[config.mk]
export PLATFORM = sky130hd
export DESIGN_NAME = ptpi_inserter
export DESIGN_NICKNAME = d
export VERILOG_FILES = /design/src/rtl/ptpi_pkg.sv /design/src/rtl/ptpi_hdr_track.sv /design/src/rtl/ptpi_byte_patch.sv /design/src/rtl/ptpi_inserter.sv
export SDC_FILE = /design/constraint.sdc
export NUM_CORES = 1
export LEC_CHECK = 0
export BUFFER_PORTS_ARGS = -buffer_cell sky130_fd_sc_hd__buf_2
export CAP_MARGIN = 20
export CORE_MARGIN = 1
export CORE_UTILIZATION = 55
export CTS_CLUSTER_SIZE = 8
export DETAILED_ROUTE_END_ITERATION = 7
export HOLD_SLACK_MARGIN = 0.1
export PLACE_DENSITY = 0.83
export REMOVE_ABC_BUFFERS = 1
export SKIP_CTS_REPAIR_TIMING = 1
export SYNTH_ARGS = -nofsm -noshare
export SYNTH_HDL_FRONTEND = slang
export SYNTH_HIERARCHICAL = 1
export SYNTH_SLANG_ARGS = --single-unit
[constraint.sdc]
create_clock -name clk -period 5.01 [get_ports clk]
set_clock_uncertainty 0.2 [all_clocks]
set_input_delay 0.501 -clock clk [delete_from_list [all_inputs] [get_ports clk]]
set_output_delay 0.501 -clock clk [all_outputs]
set_load 0.01 [all_outputs]
[src/rtl/ptpi_pkg.sv]
package ptpi_pkg;
  localparam int BYTE_W    = 8;
  localparam int NIB_W     = 4;
  localparam int NS_BYTES  = 4;
  localparam int MSG_TYPES = 1 << NIB_W;
  localparam int MIN_OFF   = 2;

  typedef logic [BYTE_W-1:0] byte_t;
  typedef logic [NIB_W-1:0]  nib_t;
endpackage

[src/rtl/ptpi_hdr_track.sv]
module ptpi_hdr_track
  import ptpi_pkg::*;
#(
  parameter int OFF_W = 6,
  parameter int POS_W = OFF_W + 1,
  parameter int SEC_W = 32,
  parameter int NS_W  = 32
) (
  input  logic                 clk,
  input  logic                 rst_n,
  input  logic                 beat,
  input  logic                 hdr_start,
  input  logic                 last,
  input  byte_t                data,
  input  logic [SEC_W-1:0]     ts_sec,
  input  logic [NS_W-1:0]      ts_ns,
  input  logic [MSG_TYPES-1:0] type_mask,
  input  nib_t                 version,
  output logic                 in_hdr_now,
  output logic [POS_W-1:0]     pos_now,
  output logic                 qual_now,
  output logic [SEC_W-1:0]     sec_q,
  output logic [NS_W-1:0]      ns_q
);
  localparam logic [POS_W-1:0] POS_MAX = '1;

  logic             in_hdr_q;
  logic [POS_W-1:0] pos_q;
  logic             type_ok_q;
  logic             ver_ok_q;

  assign in_hdr_now = hdr_start | in_hdr_q;
  assign pos_now    = hdr_start ? '0 : pos_q;
  assign qual_now   = type_ok_q & ver_ok_q;

  always_ff @(posedge clk) begin
    if (!rst_n) begin
      in_hdr_q  <= 1'b0;
      pos_q     <= '0;
      type_ok_q <= 1'b0;
      ver_ok_q  <= 1'b0;
      sec_q     <= '0;
      ns_q      <= '0;
    end else if (beat) begin
      if (hdr_start) begin
        sec_q <= ts_sec;
        ns_q  <= ts_ns;
      end
      if (in_hdr_now && pos_now == POS_W'(0))
        type_ok_q <= type_mask[data[NIB_W-1:0]];
      if (in_hdr_now && pos_now == POS_W'(1))
        ver_ok_q <= (version == '0) || (data[NIB_W-1:0] == version);
      in_hdr_q <= in_hdr_now & ~last;
      if (in_hdr_now)
        pos_q <= (pos_now == POS_MAX) ? pos_now : pos_now + POS_W'(1);
    end
  end
endmodule

[src/rtl/ptpi_byte_patch.sv]
module ptpi_byte_patch
  import ptpi_pkg::*;
#(
  parameter int OFF_W = 6,
  parameter int POS_W = OFF_W + 1,
  parameter int NS_W  = 32
) (
  input  logic             in_hdr,
  input  logic [POS_W-1:0] pos,
  input  logic             qual,
  input  logic             ins_en,
  input  logic             sec_en,
  input  logic [OFF_W-1:0] ns_off,
  input  logic [OFF_W-1:0] sec_off,
  input  nib_t             sec_lo,
  input  logic [NS_W-1:0]  ns_val,
  input  byte_t            data_in,
  output byte_t            data_out,
  output logic             hit
);
  localparam int SEL_W = $clog2(NS_BYTES);

  logic [NS_W-1:0]  word;
  byte_t            ns_byte [NS_BYTES];
  logic [POS_W-1:0] ns_base;
  logic [POS_W-1:0] ns_rel;
  logic             allow;
  logic             ns_hit;
  logic             sec_hit;

  assign word = {sec_lo[1:0], ns_val[NS_W-3:0]};

  for (genvar g = 0; g < NS_BYTES; g++) begin : g_ns_byte
    assign ns_byte[g] = word[(NS_BYTES-g)*BYTE_W-1 -: BYTE_W];
  end

  assign ns_base = POS_W'(ns_off);
  assign ns_rel  = pos - ns_base;
  assign allow   = in_hdr & qual & ins_en;
  assign ns_hit  = allow && (ns_off >= OFF_W'(MIN_OFF)) && (pos >= ns_base)
                   && (ns_rel < POS_W'(NS_BYTES));
  assign sec_hit = allow && sec_en && (sec_off >= OFF_W'(MIN_OFF))
                   && (pos == POS_W'(sec_off));

  always_comb begin
    data_out = data_in;
    if (ns_hit)
      data_out = ns_byte[ns_rel[SEL_W-1:0]];
    else if (sec_hit)
      data_out = {{(BYTE_W-NIB_W){1'b0}}, sec_lo};
  end

  assign hit = ns_hit | sec_hit;
endmodule

[src/rtl/ptpi_inserter.sv]
module ptpi_inserter
  import ptpi_pkg::*;
#(
  parameter int OFF_W = 6,
  parameter int SEC_W = 32,
  parameter int NS_W  = 32
) (
  input  logic                 clk,
  input  logic                 rst_n,
  input  logic                 in_valid,
  output logic                 in_ready,
  input  logic [7:0]           in_data,
  input  logic                 in_last,
  input  logic                 in_hdr_start,
  input  logic [SEC_W-1:0]     ts_sec,
  input  logic [NS_W-1:0]      ts_ns,
  input  logic                 cfg_ins_en,
  input  logic                 cfg_sec_en,
  input  logic [15:0]          cfg_type_mask,
  input  logic [3:0]           cfg_version,
  input  logic [OFF_W-1:0]     cfg_ns_offset,
  input  logic [OFF_W-1:0]     cfg_sec_offset,
  output logic                 out_valid,
  input  logic                 out_ready,
  output logic [7:0]           out_data,
  output logic                 out_last,
  output logic                 out_stamped
);
  localparam int POS_W = OFF_W + 1;

  logic             beat;
  logic             in_hdr_now;
  logic [POS_W-1:0] pos_now;
  logic             qual_now;
  logic [SEC_W-1:0] sec_q;
  logic [NS_W-1:0]  ns_q;
  byte_t            patched;
  logic             hit;
  logic             mod_q;
  logic             mod_sofar;

  assign in_ready = ~out_valid | out_ready;
  assign beat     = in_valid & in_ready;

  ptpi_hdr_track #(.OFF_W(OFF_W), .POS_W(POS_W), .SEC_W(SEC_W), .NS_W(NS_W)) u_track (
    .clk       (clk),
    .rst_n     (rst_n),
    .beat      (beat),
    .hdr_start (in_hdr_start),
    .last      (in_last),
    .data      (in_data),
    .ts_sec    (ts_sec),
    .ts_ns     (ts_ns),
    .type_mask (cfg_type_mask),
    .version   (cfg_version),
    .in_hdr_now(in_hdr_now),
    .pos_now   (pos_now),
    .qual_now  (qual_now),
    .sec_q     (sec_q),
    .ns_q      (ns_q)
  );

  ptpi_byte_patch #(.OFF_W(OFF_W), .POS_W(POS_W), .NS_W(NS_W)) u_patch (
    .in_hdr  (in_hdr_now),
    .pos     (pos_now),
    .qual    (qual_now),
    .ins_en  (cfg_ins_en),
    .sec_en  (cfg_sec_en),
    .ns_off  (cfg_ns_offset),
    .sec_off (cfg_sec_offset),
    .sec_lo  (sec_q[NIB_W-1:0]),
    .ns_val  (ns_q),
    .data_in (in_data),
    .data_out(patched),
    .hit     (hit)
  );

  assign mod_sofar = (mod_q & ~in_hdr_start) | hit;

  always_ff @(posedge clk) begin
    if (!rst_n) begin
      out_valid   <= 1'b0;
      out_data    <= '0;
      out_last    <= 1'b0;
      out_stamped <= 1'b0;
      mod_q       <= 1'b0;
    end else if (beat) begin
      out_valid   <= 1'b1;
      out_data    <= patched;
      out_last    <= in_last;
      out_stamped <= in_last & mod_sofar;
      mod_q       <= mod_sofar & ~in_last;
    end else if (out_ready) begin
      out_valid   <= 1'b0;
      out_stamped <= 1'b0;
    end
  end
endmodule

== Word level (Yosys, flattened, before mapping) ==
Index checks and enable logic that the tools add are counted.

* $add $sub $neg: 2
* $mul: 0
* Divide/modulo/power cells: 0
* Magnitude comparators: 6
* Eq/ne operators: 4
* Shifts and indexed selects: 0
* Mux-type cells: 12
* Bitwise logic cells: 16
* Reduce and logical (&&, ||, !) cells: 16

{| class="wikitable"
|+ Operator list
! operator !! count
|-
| $mux 8 || 4
|-
| $bmux 8 s2 || 1
|-
| $mux 7 || 2
|-
| $ge 6x2->1 const B || 2
|-
| $and 1x1->1 || 8
|-
| $logic_and 1x1->1 || 8
|-
| $reduce_and 2->1 || 4
|-
| $add 7x1->7 const B || 1
|-
| $eq 7x1->1 const B || 1
|-
| $eq 7x6->1 || 1
|-
| $eq 7x7->1 const B || 1
|-
| $ge 7x6->1 || 1
|-
| $logic_not 7->1 || 1
|-
| $lt 7x3->1 const B || 1
|-
| $sub 7x6->7 || 1
|-
| $lt 4x5->1 const B || 1
|-
| $bmux 1 s4 || 1
|-
| $eq 4x4->1 || 1
|-
| $logic_not 4->1 || 1
|-
| $mux 1 || 4
|-
| $or 1x1->1 || 4
|-
| $ge 3x3->1 const B || 1
|-
| $not 1->1 || 3
|-
| $not 2->3 || 1
|-
| other kinds (2) || 2
|}

* Flip-flop bits (word level): 56
* Bits in latches: 0
* Memory bits (writable): 0
* Memory bits (read-only): 0
* Output and inout port bits: 12
* Word-level logic and storage cells: 67
* Memories kept: 0

== Longest topological paths before layout ==
Gate-level depths: netlist of run 1.

* Depth after elaboration: 10
* Gate-level depth with buffers: 14
* Mapped depth without buffers: 13

== Hierarchy ==
Netlist of run 1, hierarchy kept.

{| class="wikitable"
|+ By module, submodules not included
! module !! instances !! cells an instance !! area an instance (um^2) !! seq. area each (um^2)
|-
| ptpi_hdr_track || 1 || 358 || 3125.5 || 1481.4
|-
| ptpi_byte_patch || 1 || 87 || 818.3 || 0.0
|-
| ptpi_inserter || 1 || 57 || 664.4 || 240.2
|}

== Worst setup path after synthesis of run 1 ==
Ideal clock, no wire load.

* Kind: input port to flip-flop
* From: in in_hdr_start
* To: reg out_data[3]
* Data arrival time: 2924 ps
* Setup slack: 1761 ps
* Cell stages on the path: 14
* Path buffers: 1
* Cells stage by stage: buf_2 nand2b_1 inv_1 inv_1 ha_1 inv_1 fa_1 a21o_1 a211o_1 a211oi_4 o211ai_4 mux2_4 nand3_1 a21oi_2

* Elaborated cells between the ends (all ways): 20
* Those cells by class: 1 x add/sub; 2 x order compare; 1 x eq/ne; 6 x mux; 4 x bitwise; 6 x reduce/logical

{| class="wikitable"
|+ RTL lines
! item !! line !! source
|-
| start, declared || ptpi_inserter.sv:14 || <nowiki>input logic in_hdr_start,</nowiki>
|-
| $mux 7 (*) || ptpi_hdr_track.sv:33 || <nowiki>assign pos_now = hdr_start ? '0 : pos_q;</nowiki>
|-
| net pos_now[0] || ptpi_inserter.sv:33 || <nowiki>logic [POS_W-1:0] pos_now;</nowiki>
|-
| branches (longest 5 deep; another with $sub 7x6->7) || -- ||
|-
| $mux 8 (*) || ptpi_byte_patch.sv:47 || <nowiki>if (ns_hit)</nowiki>
|-
| net patched[3] || ptpi_inserter.sv:37 || <nowiki>byte_t patched;</nowiki>
|-
| end signal, assigned || ptpi_inserter.sv:89 || <nowiki>out_data <= patched;</nowiki>
|-
| end, declared || ptpi_inserter.sv:25 || <nowiki>output logic [7:0] out_data,</nowiki>
|}

Mark *: on every way through the listed nets, which the timed path passes. The select of a mux whose other input is x is not followed.
A chain may end at the register's enable or synchronous reset.

== Worst setup path after layout of run 1 ==
* From: in in_hdr_start
* To: reg out_data[4]

The elaborated chain is that of the path after synthesis.

==> results of run 1 <==
[final timing paths]
check,end,slack [ns],depth (start not counted)
hold / removal,u_track/ns_q[28],0.22,3
hold reg to reg,out_data[7],0.27,2
setup / recovery,out_data[4],1.65,14
setup reg to reg,out_data[4],1.83,13
[routing by layer]
metal  share of wire (%)  wire, um  vias to the layer above  GRT usage, %
met3                 4.4       360                       22          4.40
met1                  44      3610                     1440          32.3
met2                  49      4080                       88          43.5
li1                    -         -                     1478             -
met4                 2.6       212                        0          11.8
met5                   0         0                        -             0
[registers in the layout (all words and copies together), names as in the netlist, 4 cells and up]
signal / count
out_data: 8
u_track/ns_q: 30
u_track/pos_q: 7
u_track/sec_q: 4
[critical path: stages]
cell	delay, ns
buf_2	0.27
nand2b_1	0.20
inv_1	0.10
inv_1	0.06
ha_1	0.16
inv_1	0.05
fa_1	0.43
a21o_1	0.19
a211o_1	0.32
a211oi_4	0.30
o211ai_4	0.23
mux2i_1	0.34
nand3_2	0.12
a21oi_2	0.12
[per-stage QoR]
stage / instances / total power, W / hold WS, ns
6_report: 528 / 0.000926 / 0.220
5_1_grt: 528 / 0.000976 / 0.210
2_1_floorplan: 350 / 0.000598 / 0.240
4_1_cts: 527 / 0.000930 / 0.210
3_5_place_dp: 519 / 0.000678 / 0.258
3_3_place_gp: 518 / 0.000667 / 0.249
[area by class of cell]
type / instances / area (sq um)
Clock inverter: 3 / 22.5
Sequential cell: 56 / 1120
Tap cell: 75 / 93.8
Fill cell: 509 / 1990
Inverter: 21 / 81.3
Clock buffer: 5 / 68.8
Timing Repair Buffer: 95 / 520
Multi-Input combinational cell: 273 / 2160
[power breakdown]
group          switching (W)  internal [W]  leakage (nW)  total (W)
logic              0.0000997     0.0000935          1.22   0.000193
clock network       0.000154      0.000101        0.0485   0.000255
registers          0.0000125      0.000465         0.458   0.000478
total               0.000267      0.000659          1.73   0.000926
==> impl_metrics.json, run 1 <==
{
  "status": "finished clean",
  "dp_worst_setup_slack_ns": 1.38,
  "ioPinCount": 124,
  "maxCapViolCount": 0,
  "std_cell_rows": 28,
  "globalplace.congestion": 0.822,
  "grt_pass1_vias": 2806,
  "rr_startpoint": "u_track/pos_q[0]",
  "timing.final.ws_setup_ns": 1.65,
  "drc": 0,
  "fin_nets": 572,
  "fin_crit_ns": 3.36,
  "tightest_slew_ns": 0.747,
  "critPathRequiredTime_ns": 5.05,
  "stdcell_area_sq_mm": 0.00407,
  "utilization_pct": 67.2,
  "power.leakage_nw": 1.73,
  "drive_gt1_share_pct": 37.1,
  "hp-start": "ts_ns[28]",
  "via_count": 3028,
  "finalHoldViolations": 0,
  "cts-buffers-inserted": 5,
  "endpoint_kind": "flop",
  "post_synth.cell_area_avg_sq_um": 9.39,
  "first_pass_iters": 5,
  "cts_sinks": 56,
  "drtIter0Drc": 167,
  "startpoint_type": "primary input",
  "crit_arrival_ns": 3.40,
  "die_x_um": 82.1,
  "insertion_delay_ns": 0.32,
  "ant_nets": 0,
  "slew_violations": 0,
  "die_h_um": 82.1,
  "io_buffers": 93,
  "wl_per_cell_um": 15.7,
  "grt.total_usage_pct": 25.9,
  "max_slew_margin_pct": 50.2,
  "critPathMaxFanout": 20,
  "num_antenna_cells": 0,
  "yosys_warnings": 6,
  "cts_tree": "built",
  "cts-htree-levels": 2,
  "wirelength_um": 8260,
  "antenna_found_initial": 0,
  "syn_inst": 376,
  "dieArea_sq_mm": 0.00675,
  "placed_cell_area_sq_mm": 0.00395,
  "vias_per_cell": 5.73,
  "layout_commonest_cell": "buf_2",
  "grt_pass1_wl_um": 13200,
  "min_period_over_period_pct": 67.0,
  "fin_setup_tns_ns": 0,
  "hp-class": "in -> reg",
  "gr-total-overflow": 0,
  "final_cell_mix": "93 x buf_2, 82 x nand2_1, 56 x dfxtp_1",
  "timing.fmax_ghz": 0.298,
  "dp_hpwl_um": 6110,
  "grt_max_degree": 50,
  "start_util_pct": 58.3,
  "irDropWorstVdd_mv": 0.162,
  "cts.clk_slew.worst_paths_ns": 0.11,
  "critPathKind": "in -> reg",
  "setup_viol": 0,
  "cts_max_path_buffers": 2,
  "powerDensity_mw_per_mm2": 227,
  "syn_area_sq_mm": 0.00353,
  "root_buffer": "clkbuf_8",
  "rsz0062_at_grt": "false",
  "core_sq_mm": 0.00606,
  "syn_to_final_growth_pct": 15.2,
  "startpoint": "in_hdr_start"
}
Note: power is estimated with default switching activity, not from simulation.
==> inputs of run 2 (changes only) <==
--- a/config.mk
+++ b/config.mk
@@ -8,11 +8,11 @@
 export BUFFER_PORTS_ARGS = -buffer_cell sky130_fd_sc_hd__buf_2
 export CAP_MARGIN = 20
 export CORE_MARGIN = 1
-export CORE_UTILIZATION = 55
+export CORE_UTILIZATION = 54
 export CTS_CLUSTER_SIZE = 8
 export DETAILED_ROUTE_END_ITERATION = 7
 export HOLD_SLACK_MARGIN = 0.1
-export PLACE_DENSITY = 0.83
+export PLACE_DENSITY = 0.82
 export REMOVE_ABC_BUFFERS = 1
 export SKIP_CTS_REPAIR_TIMING = 1
 export SYNTH_ARGS = -nofsm -noshare
==> constraint.sdc (replaced) <==
create_clock -name clk -period 3.4 [get_ports clk]
set_clock_uncertainty 0.2 [all_clocks]
set_input_delay 0.34 -clock clk [delete_from_list [all_inputs] [get_ports clk]]
set_output_delay 0.34 -clock clk [all_outputs]
set_load 0.01 [all_outputs]
==> run 2 against run 1 <==
  * Clock-buffer cell count stayed put
  * Highest routed layer unchanged
  * Die area grew 1.8%
  * Critical path depth decreased by 1
  * Cell count grew 6.3%
  * First-iteration DRC count rose by 9.6%
  * Critical endpoint is now out_data[3]
  * Via count increased by 3.2%
==> impl_metrics.json, run 2 (synthesis gave the netlist of run 1 again) <==
{
  "root_buffer": "clkbuf_8",
  "fin_crit_ns": 3.13,
  "final_cell_mix": "93 x buf_2, 82 x nand2_1, 56 x dfxtp_1",
  "std_cell_rows": 29,
  "core_sq_mm": 0.00631,
  "num_antenna_cells": 0,
  "startpoint_type": "flop",
  "finalHoldViolations": 0,
  "endpoint_kind": "flop",
  "via_count": 3124,
  "ioPinCount": 124,
  "min_period_over_period_pct": 92.1,
  "comb_power_share_pct": 20.8,
  "ant_nets": 0,
  "max_slew_margin_pct": 63.6,
  "critPathRequiredTime_ns": 3.39,
  "placed_cells": 529,
  "rrSetupSlack_ns": 0.27,
  "largest_reg_flops": 30,
  "drc": 0,
  "gr-total-overflow": 0,
  "cts.clk_slew.worst_paths_ns": 0.10,
  "dp_worst_setup_slack_ns": 0.158,
  "globalplace.congestion": 0.861,
  "die_x_um": 82.9,
  "p_sw_w": 0.000393,
  "dp_hpwl_um": 6080,
  "tightest_slew_ns": 0.546,
  "hp-start": "ts_ns[5]",
  "setup_viol": 0,
  "dieArea_sq_mm": 0.00687,
  "wirelength_um": 8410,
  "io_buffers": 93,
  "maxCapViolCount": 0,
  "layout_commonest_cell": "buf_2",
  "r2r_end": "out_data[3]",
  "critPathKind": "reg -> reg",
  "wl_per_cell_um": 15.0,
  "power_frac_seq_pct": 48.3,
  "grt_max_degree": 50,
  "hold-path-endpoint": "u_track/ns_q[5]",
  "p_total_w": 0.00146,
  "regMostFlops": "u_track/ns_q",
  "p_int_w": 0.00106,
  "timing.fmax_ghz": 0.319,
  "slew_violations": 0,
  "grt.total_usage_pct": 23.9,
  "die_h_um": 82.9,
  "drive_gt1_share_pct": 36.2,
  "cts_tree": "built",
  "hp-class": "in -> reg",
  "cts-buffers-inserted": 5,
  "fin_nets": 603,
  "vias_per_cell": 5.57,
  "hold_depth": 3,
  "fin_cells": 561,
  "syn_to_final_growth_pct": 23.1,
  "status": "finished clean",
  "rsz0062_at_grt": "false",
  "grt_pass1_vias": 3072,
  "utilization_pct": 68.9,
  "cts-htree-levels": 2,
  "cts_sinks": 56,
  "irDropWorstVdd_mv": 0.267,
  "insertion_delay_ns": 0.31,
  "power_frac_clock_pct": 30.8,
  "power.leakage_nw": 1.86,
  "timing.final.ws_setup_ns": 0.269,
  "r2r_cells": 13,
  "cts_max_path_buffers": 2,
  "critPathMaxFanout": 8,
  "startpoint": "u_track/pos_q[0]",
  "grt_pass1_wl_um": 13600,
  "swShare_pct": 27.0,
  "rr_startpoint": "u_track/pos_q[0]",
  "first_pass_iters": 4,
  "antenna_found_initial": 0,
  "largest_registers": "u_track/ns_q: 30 flops, out_data: 8 flops, u_track/pos_q: 7 flops",
  "fin_setup_tns_ns": 0,
  "drtIter0Drc": 183,
  "powerDensity_mw_per_mm2": 335,
  "start_util_pct": 55.9,
  "crit_arrival_ns": 3.12
}
==> run 2: cell types whose count changed in the layout (fill, tap and decap cells not counted) <==
cell           previous run  this run
buf_4                     0         9
clkinv_4                  1         0
bufinv_16                 0         1
inv_8                     0         1
buf_16                    2         0
dlygate4sd3_1             0        24
inv_6                     1         0
==> run 2: final cells by class <==
class	count	area, sq um
well taps	77	96.3
multi-input cells	273	2160
repair buffers	126	773
inverters	21	81.3
fillers	506	1960
clock inverters	3	46.3
flip-flops and latches	56	1120
clock buffers	5	68.8
==> run 2: worst max-delay path by stage <==
stage / depth (start not counted) / endpoint / slack, ns
3_5_place_dp: 14 / out_data[3] / 0.16
4_1_cts: 13 / out_data[3] / 0.29
3_3_place_gp: 14 / out_data[3] / 0.21
6_report: 13 / out_data[3] / 0.27
5_1_grt: 13 / out_data[3] / 0.11
2_1_floorplan: 13 / out_data[3] / 0.48
==> run 2: power groups by stage <==
stage	Combinational, W	Sequential [W]	Clock (W)
3_5_place_dp	0.000280	0.000719	0
2_1_floorplan	0.000163	0.000718	0
5_1_grt	0.000330	0.000707	0.000483
3_3_place_gp	0.000271	0.000717	0
4_1_cts	0.000281	0.000704	0.000460
6_report	0.000303	0.000704	0.000449
==> run 2: routing by layer <==
| layer | up-vias | track usage (%) | wire length (um) | part of all wire (%) |
|---|---|---|---|---|
| met1 | 1451 | 28.5 | 3440 | 41 |
| met4 | 0 | 9.87 | 225 | 2.7 |
| met5 | - | 0 | 0 | 0 |
| li1 | 1537 | - | - | - |
| met3 | 26 | 3.48 | 382 | 4.5 |
| met2 | 110 | 42.9 | 4360 | 52 |
==> run 2: critical path, cell delays in order (launching register included) <==
cell and delay, ns:
dfxtp_1 0.35, nand2b_1 0.13, inv_1 0.10, inv_1 0.07, ha_1 0.16, inv_1 0.05, fa_1 0.43, a21o_1 0.19
a211o_1 0.33, a211oi_4 0.31, o211ai_4 0.21, mux2_4 0.34, nand3_1 0.09, a21oi_2 0.05
==> run 2: stage by stage <==
stage	hold slack [ns]	instance area, sq um
after global routing	0.103	4350
after global placement	0.247	3990
after detailed placement	0.254	3990
after CTS	0.0578	4110
final	0.0696	4350
after floorplan	0.240	3360
